[config.mk]
export PLATFORM = sky130hd
export DESIGN_NAME = grp_irq_aggregator
export DESIGN_NICKNAME = d
export VERILOG_FILES = /design/src/rtl/grp_irq_pkg.sv /design/src/rtl/grp_irq_ctrl.sv /design/src/rtl/grp_irq_datapath.sv /design/src/rtl/grp_irq_aggregator.sv
export SDC_FILE = /design/constraint.sdc
export NUM_CORES = 2
export LEC_CHECK = 0
export ABC_AREA = 0
export BUFFER_PORTS_ARGS = -buffer_cell sky130_fd_sc_hd__buf_2
export CAP_MARGIN = 20
export CORE_MARGIN = 2
export CORE_UTILIZATION = 44
export CTS_CLUSTER_SIZE = 30
export DETAILED_ROUTE_END_ITERATION = 6
export PLACE_DENSITY = 0.63
export SYNTH_ARGS = -nofsm -noshare
export SYNTH_HDL_FRONTEND = slang
export SYNTH_SLANG_ARGS = --single-unit
[constraint.sdc]
create_clock -name clk -period 6.4 [get_ports clk]
set_clock_uncertainty 0.2 [all_clocks]
set_input_delay 0.96 -clock clk [delete_from_list [all_inputs] [get_ports clk]]
set_output_delay 0.96 -clock clk [all_outputs]
set_load 0.01 [all_outputs]
[src/rtl/grp_irq_pkg.sv]
package grp_irq_pkg;

  typedef struct packed {
    logic enWr;
    logic stWr;
    logic capture;
  } grpStrobe_t;

  localparam logic [7:0] ENA_OFS = 8'h00;
  localparam logic [7:0] STS_OFS = 8'h04;

endpackage

[src/rtl/grp_irq_ctrl.sv]
module grp_irq_ctrl
  import grp_irq_pkg::*;
#(
  parameter int GROUPS = 9,
  parameter int LINES  = 32,
  parameter int ADDR_W = 13
) (
  input  logic                      clk,
  input  logic                      rstN,
  input  logic [GROUPS*LINES-1:0]   srcLines,
  input  logic                      wrEn,
  input  logic                      rdEn,
  input  logic [ADDR_W-1:0]         addr,
  output grpStrobe_t                strobes [GROUPS],
  output logic                      rdHit,
  output logic                      rdStatus,
  output logic [3:0]                rdGroup
);

  localparam logic [4:0] GRP_LIM = 5'(GROUPS);

  logic [3:0]        grpIdx;
  logic              winHit;
  logic              isEn;
  logic              isSt;
  logic [GROUPS-1:0] anyNow;
  logic [GROUPS-1:0] anyPrev;

  assign grpIdx = addr[11:8];
  assign winHit = (addr[ADDR_W-1:12] == (ADDR_W-12)'(1)) && ({1'b0, grpIdx} < GRP_LIM);
  assign isEn   = winHit && (addr[7:0] == ENA_OFS);
  assign isSt   = winHit && (addr[7:0] == STS_OFS);

  assign rdHit    = rdEn && (isEn || isSt);
  assign rdStatus = isSt;
  assign rdGroup  = grpIdx;

  for (genvar g = 0; g < GROUPS; g++) begin : gStrobe
    assign anyNow[g]          = |srcLines[g*LINES +: LINES];
    assign strobes[g].enWr    = wrEn && isEn && (grpIdx == 4'(g));
    assign strobes[g].stWr    = wrEn && isSt && (grpIdx == 4'(g));
    assign strobes[g].capture = anyNow[g] && !anyPrev[g];
  end

  always_ff @(posedge clk) begin
    if (!rstN) anyPrev <= '0;
    else       anyPrev <= anyNow;
  end

endmodule

[src/rtl/grp_irq_datapath.sv]
module grp_irq_datapath
  import grp_irq_pkg::*;
#(
  parameter int GROUPS = 9,
  parameter int LINES  = 32
) (
  input  logic                    clk,
  input  logic                    rstN,
  input  grpStrobe_t              strobes [GROUPS],
  input  logic [GROUPS*LINES-1:0] srcLines,
  input  logic [LINES-1:0]        wrData,
  input  logic                    rdHit,
  input  logic                    rdStatus,
  input  logic [3:0]              rdGroup,
  output logic [LINES-1:0]        rdData,
  output logic [GROUPS-1:0]       irqOut
);

  logic [LINES-1:0] stsArr [GROUPS];
  logic [LINES-1:0] cpyArr [GROUPS];

  for (genvar g = 0; g < GROUPS; g++) begin : gGrp
    logic [LINES-1:0] enSet, enCopy, maskReg, statusReg, pendReg;
    logic [LINES-1:0] enN, cpN, mkN, stN, pdN, chg, sel, srcGrp;
    logic             irqReg, irN;
    grpStrobe_t       stb;

    assign stb    = strobes[g];
    assign srcGrp = srcLines[g*LINES +: LINES];

    always_comb begin
      enN = enSet;  cpN = enCopy;    mkN = maskReg;
      stN = statusReg; pdN = pendReg; irN = irqReg;
      chg = '0;     sel = '0;
      // enable register: grow the sticky set, or toggle mask bits
      if (stb.enWr) begin
        if (wrData == '0 && enSet == '0) begin
          cpN = wrData;
        end else if ((enSet | wrData) != enSet) begin
          enN = enSet | wrData;
          cpN = wrData;
        end else begin
          chg = enCopy ^ wrData;
          if ((chg & wrData) != '0) mkN = maskReg & ~chg;
          else                      mkN = maskReg | chg;
          cpN = wrData;
        end
      end
      // status register: write-one-to-clear, then hand over pending bits
      if (stb.stWr) begin
        stN = statusReg & ~wrData;
        if (wrData != '1 && stN == '0) begin
          if (pendReg != '0) begin
            stN = pendReg;
            pdN = '0;
            irN = 1'b1;
          end else begin
            irN = 1'b0;
          end
        end
      end
      // capture sees the state after any same-cycle write
      if (stb.capture) begin
        sel = srcGrp & enN;
        if (sel != '0) begin
          if (mkN != '0 || stN != '0) begin
            pdN = pdN | sel;
          end else begin
            stN = sel;
            irN = 1'b1;
          end
        end
      end
    end

    always_ff @(posedge clk) begin
      if (!rstN) begin
        enSet <= '0; enCopy <= '0; maskReg <= '0;
        statusReg <= '0; pendReg <= '0; irqReg <= 1'b0;
      end else begin
        enSet <= enN; enCopy <= cpN; maskReg <= mkN;
        statusReg <= stN; pendReg <= pdN; irqReg <= irN;
      end
    end

    assign stsArr[g]  = statusReg;
    assign cpyArr[g]  = enCopy;
    assign irqOut[g]  = irqReg;
  end

  logic [LINES-1:0] rdVal;

  always_comb begin
    rdVal = '0;
    for (int g = 0; g < GROUPS; g++) begin
      if (rdGroup == 4'(g)) rdVal = rdStatus ? stsArr[g] : cpyArr[g];
    end
  end

  always_ff @(posedge clk) begin
    if (!rstN)      rdData <= '0;
    else if (rdHit) rdData <= rdVal;
    else            rdData <= '0;
  end

endmodule

[src/rtl/grp_irq_aggregator.sv]
module grp_irq_aggregator
  import grp_irq_pkg::*;
#(
  parameter int GROUPS = 9,
  parameter int LINES  = 32,
  parameter int ADDR_W = 13
) (
  input  logic                    clk,
  input  logic                    rstN,
  input  logic [GROUPS*LINES-1:0] srcLines,
  input  logic                    wrEn,
  input  logic                    rdEn,
  input  logic [ADDR_W-1:0]       addr,
  input  logic [LINES-1:0]        wrData,
  output logic [LINES-1:0]        rdData,
  output logic [GROUPS-1:0]       irqOut
);

  grpStrobe_t strobes [GROUPS];
  logic       rdHit;
  logic       rdStatus;
  logic [3:0] rdGroup;

  grp_irq_ctrl #(.GROUPS(GROUPS), .LINES(LINES), .ADDR_W(ADDR_W)) ctrl_i (
    .clk(clk), .rstN(rstN), .srcLines(srcLines), .wrEn(wrEn), .rdEn(rdEn),
    .addr(addr), .strobes(strobes), .rdHit(rdHit), .rdStatus(rdStatus),
    .rdGroup(rdGroup)
  );

  grp_irq_datapath #(.GROUPS(GROUPS), .LINES(LINES)) dp_i (
    .clk(clk), .rstN(rstN), .strobes(strobes), .srcLines(srcLines),
    .wrData(wrData), .rdHit(rdHit), .rdStatus(rdStatus), .rdGroup(rdGroup),
    .rdData(rdData), .irqOut(irqOut)
  );

endmodule

==> results.md <==
- Layout fillers: 17000
- Final Slew Violations: 0
- Fmax: 184 MHz
- Post-synth ARST share: 0
- Critical-path cell list: buf_4 > buf_4 > clkinv_1 > o21ai_0 > nand4_1 > a211o_1 > a2111oi_1 > nand4_1 > a2111o_1 > buf_12 > o22ai_1
- Global-route wire length before repair: 634 mm
- Max Fanout on Critical Path: 32
- Vias in the first global route: 79500
- Pre-antenna DRT Iters: 7
- Slowest stage delay, CP: 990 ps
- Outcome: complete, but fails checks
- Post-Route WL: 468 mm
- Unique cell type count in the Yosys netlist: 81
- FF-to-FF End: dp_i.gGrp[8].statusReg[2]
- Crit path capture type: flip-flop
- CTS Hold Bufs: 0
- CTS tree: built
- Clk buf depth: 3
- EDFF count, synth: 0
- Post-CTS setup buffers: 0
- Total CTS buffers: 175
- Setup TNS: 0 ps
- Antenna viol nets, final: 0
- Die area: 179000 sq um
- Leakage power: 32.8 nW
- Net Sw Frac: 0.264
- Hold path depth: 3
- P_int: 16.1 mW
- IR drop worst, VDD: 0.244 mV
- Initial Util: 0.443
- Final setup violation count: 0
- Worst slew pin tran: 1400 ps
- Die X: 423 um
- PostCTS Resize Cnt: 0
- Min-delay src: srcLines[64]
- Ys flop type: dfxtp_1
- Largest net degree at the start of global routing: 164
- Min Hold Slack: 225 ps
- Reg-to-reg slack, setup: 1160 ps
- Chip height: 423 um
- Hold Crit Class: in2reg
- Path depth of the worst reg2reg path: 12
- Synthesis Warnings: 0
- Combinational share of power: 0.078
- WP data arrival: 5990 ps
- Seq/Total Area, Yosys: 0.387
- Max Cap Viol: 0
- NetSw: 5.76 mW
- Dpl hpwl: 346 mm
- Crit path kind: in2reg
- Min cycle time layout: 5430 ps
- Hold worst-path end: dp_i.gGrp[2].statusReg[0]
- Initial antenna violation count: 64
- # rows: 153
- GP Congestion: 1.14
- Sink Count: 1490
- # IOs: 378
- Share of power burned in registers: 0.425
- Vias per inst: 6.87
- GR Overflow Total: 0
- Mapped Area: 77200 sq um
- Syn_nets: 10800
- Slowest CP cell: clkinv_1
- Post-Place Worst Slack: 583 ps
- # port buffers: 377
- Fin nets: 11000
- Failing checks: DRC
- CTS Root Cell: clkbuf_16
- CP top delay family: compound AO/OA/AOI/OAI gates
- Slew margin rel.: 0.0650
- Req. time, crit path: 6950 ps
- Fin crit share: 0.849
- Vias: 88900
- Yosys reg bits: 1490
- PnR worst setup slack: 966 ps
- Share of cells above drive strength 1: 0.112
- Routed len/inst: 36.1 um
- WP buf/inv: 4
- Floorplan Core Area: 174000 sq um
- Total GRT Usage: 0.500
- H-tree levels: 4
- Syn_area_per_cell: 7.60 sq um
- Cells after Synth: 10200
- Worst-skew pair later-pin latency: 860 ps
- Clk pwr share: 0.497
- # DRC: 6
- Final hold viol count: 0
- RR Startpoint: dp_i.gGrp[8].enSet[27]
- Synth-to-layout area growth: 16.1%
- PD cells: 244 nW/um^2
- Critical path startpoint category: primary input
- RSZ-0062 raised after global routing: no
- Reg clk slew, reported paths: 60 ps
- 1st-iter DRT viols: 14700
[worst register-to-register path, stage by stage (launching register included)]
cell	delay, ps
dfxtp_1	660
nand2b_1	500
o2111a_1	340
nand4_1	390
or4_1	830
buf_4	310
nor2_4	190
nand3_1	90
a2111oi_1	440
nand4_1	340
a2111o_1	480
buf_12	200
o22ai_1	180
[registers in the layout (all words and copies together), names as in the netlist]
name                 cells
dp_i.gGrp.enSet        288
dp_i.gGrp.irqReg         9
dp_i.gGrp.maskReg      288
dp_i.gGrp.enCopy       288
dp_i.gGrp.statusReg    288
ctrl_i.anyPrev           9
dp_i.gGrp.pendReg      288
dp_i.rdData             32
[cell families (layout without fill, tap and decap cells)]
family / count (synthesis) / in the layout / share of synthesized area
DFF: 1490 / 1490 / 0.387
and+or+nand+nor: 3878 / 3878 / 0.240
AOI/OAI and AO/OA: 3106 / 3106 / 0.245
adders and majority gates: 288 / 288 / 0.0467
buffers and inverters: 1237 / 1639 / 0.0621
other: 0 / 73 / 0
muxes: 151 / 151 / 0.0196
[cell usage in the layout (no fill, tap or decap), drive strengths merged, types with 19 or more instances in the layout]
cell	netlist	layout
or4	29	29
and4	28	28
dfxtp	1490	1490
nand2	1653	1653
nor3	80	80
buf	109	804
diode	0	73
a21boi	107	107
inv	504	506
clkbuf	612	256
a211oi	96	96
and3	34	34
a21oi	1125	1125
clkinv	12	52
nand4	228	228
a32o	33	33
nor2b	63	63
a221oi	29	29
o22ai	312	312
o21a	38	38
a22oi	127	127
and2	158	158
o31ai	23	23
ha	288	288
a21o	169	169
bufinv	0	19
a2111oi	37	37
nor4	467	467
a22o	97	97
nor2	674	674
o32ai	25	25
o21ai	703	703
nand2b	263	263
o2111ai	67	67
a31oi	48	48
or3	89	89
nand3	68	68
mux2i	151	151
[per-layer routing]
metal | part of all wire | track usage | vias to the layer above
met5 | 0.0010 | 0.0113 | -
met4 | 0.091 | 0.387 | 42
met3 | 0.15 | 0.187 | 1848
met2 | 0.38 | 0.664 | 7483
met1 | 0.38 | 0.643 | 42700
li1 | - | - | 36900
[per-stage QoR]
| step | std cells | area [sq um] | utilization | total power, mW |
|---|---|---|---|---|
| floorplan | 10200 | 77200 | - | 10.0 |
| CTS | 12900 | 89400 | 0.514 | 21.6 |
| finish | 13000 | 89600 | 0.515 | 21.8 |
| global route | 12900 | 89500 | 0.514 | 22.1 |
| detailed placement | 12600 | 83300 | 0.479 | 11.1 |
| global placement | 12600 | 83300 | 0.479 | 11.1 |
[area by class of cell]
class | instances | area, sq um | share of cell area
flip-flops and latches | 1490 | 29800 | 0.333
clock buffers | 253 | 5240 | 0.0585
clock inverters | 63 | 841 | 0.00938
well taps | 2325 | 2910 | 0.0325
diodes | 73 | 183 | 0.00204
multi-input cells | 7423 | 42800 | 0.478
inverters | 516 | 1940 | 0.0217
repair buffers | 807 | 5870 | 0.0655
[worst max-delay path by stage]
| stage | start | to | cells past startpoint |
|---|---|---|---|
| CTS | wrData[9] | dp_i.gGrp[8].statusReg[20] | 11 |
| floorplan | addr[5] | dp_i.gGrp[6].pendReg[5] | 13 |
| detailed placement | wrData[9] | dp_i.gGrp[8].statusReg[15] | 11 |
| global route | dp_i.gGrp[8].enSet[27] | dp_i.gGrp[8].statusReg[24] | 12 |
| finish | wrData[9] | dp_i.gGrp[8].statusReg[2] | 11 |
| global placement | wrData[4] | dp_i.gGrp[3].pendReg[3] | 15 |
[power by group through the flow]
stage	clock [mW]	combinational (mW)	sequential [mW]
6_report	10.9	1.71	9.28
5_1_grt	11.2	1.65	9.27
4_1_cts	10.8	1.57	9.28
3_5_place_dp	0	1.57	9.48
3_3_place_gp	0	1.57	9.48
2_1_floorplan	0	0.539	9.48
[cells in the mapped netlist, types with 151 or more instances]
| cell | instances | area (sq um) |
|---|---|---|
| nand2_1 | 1652 | 6200 |
| dfxtp_1 | 1490 | 29800 |
| a21oi_1 | 1125 | 5630 |
| o21ai_0 | 690 | 3450 |
| nor2_1 | 673 | 2530 |
| clkbuf_1 | 609 | 2290 |
| inv_1 | 504 | 1890 |
| nor4_1 | 460 | 2880 |
| o22ai_1 | 312 | 1950 |
| ha_1 | 288 | 3600 |
| nand2b_1 | 262 | 1640 |
| nand4_1 | 227 | 1420 |
| a21o_1 | 169 | 1270 |
| and2_1 | 158 | 988 |
| mux2i_1 | 151 | 1510 |
Power figures use the tool's default switching activity.
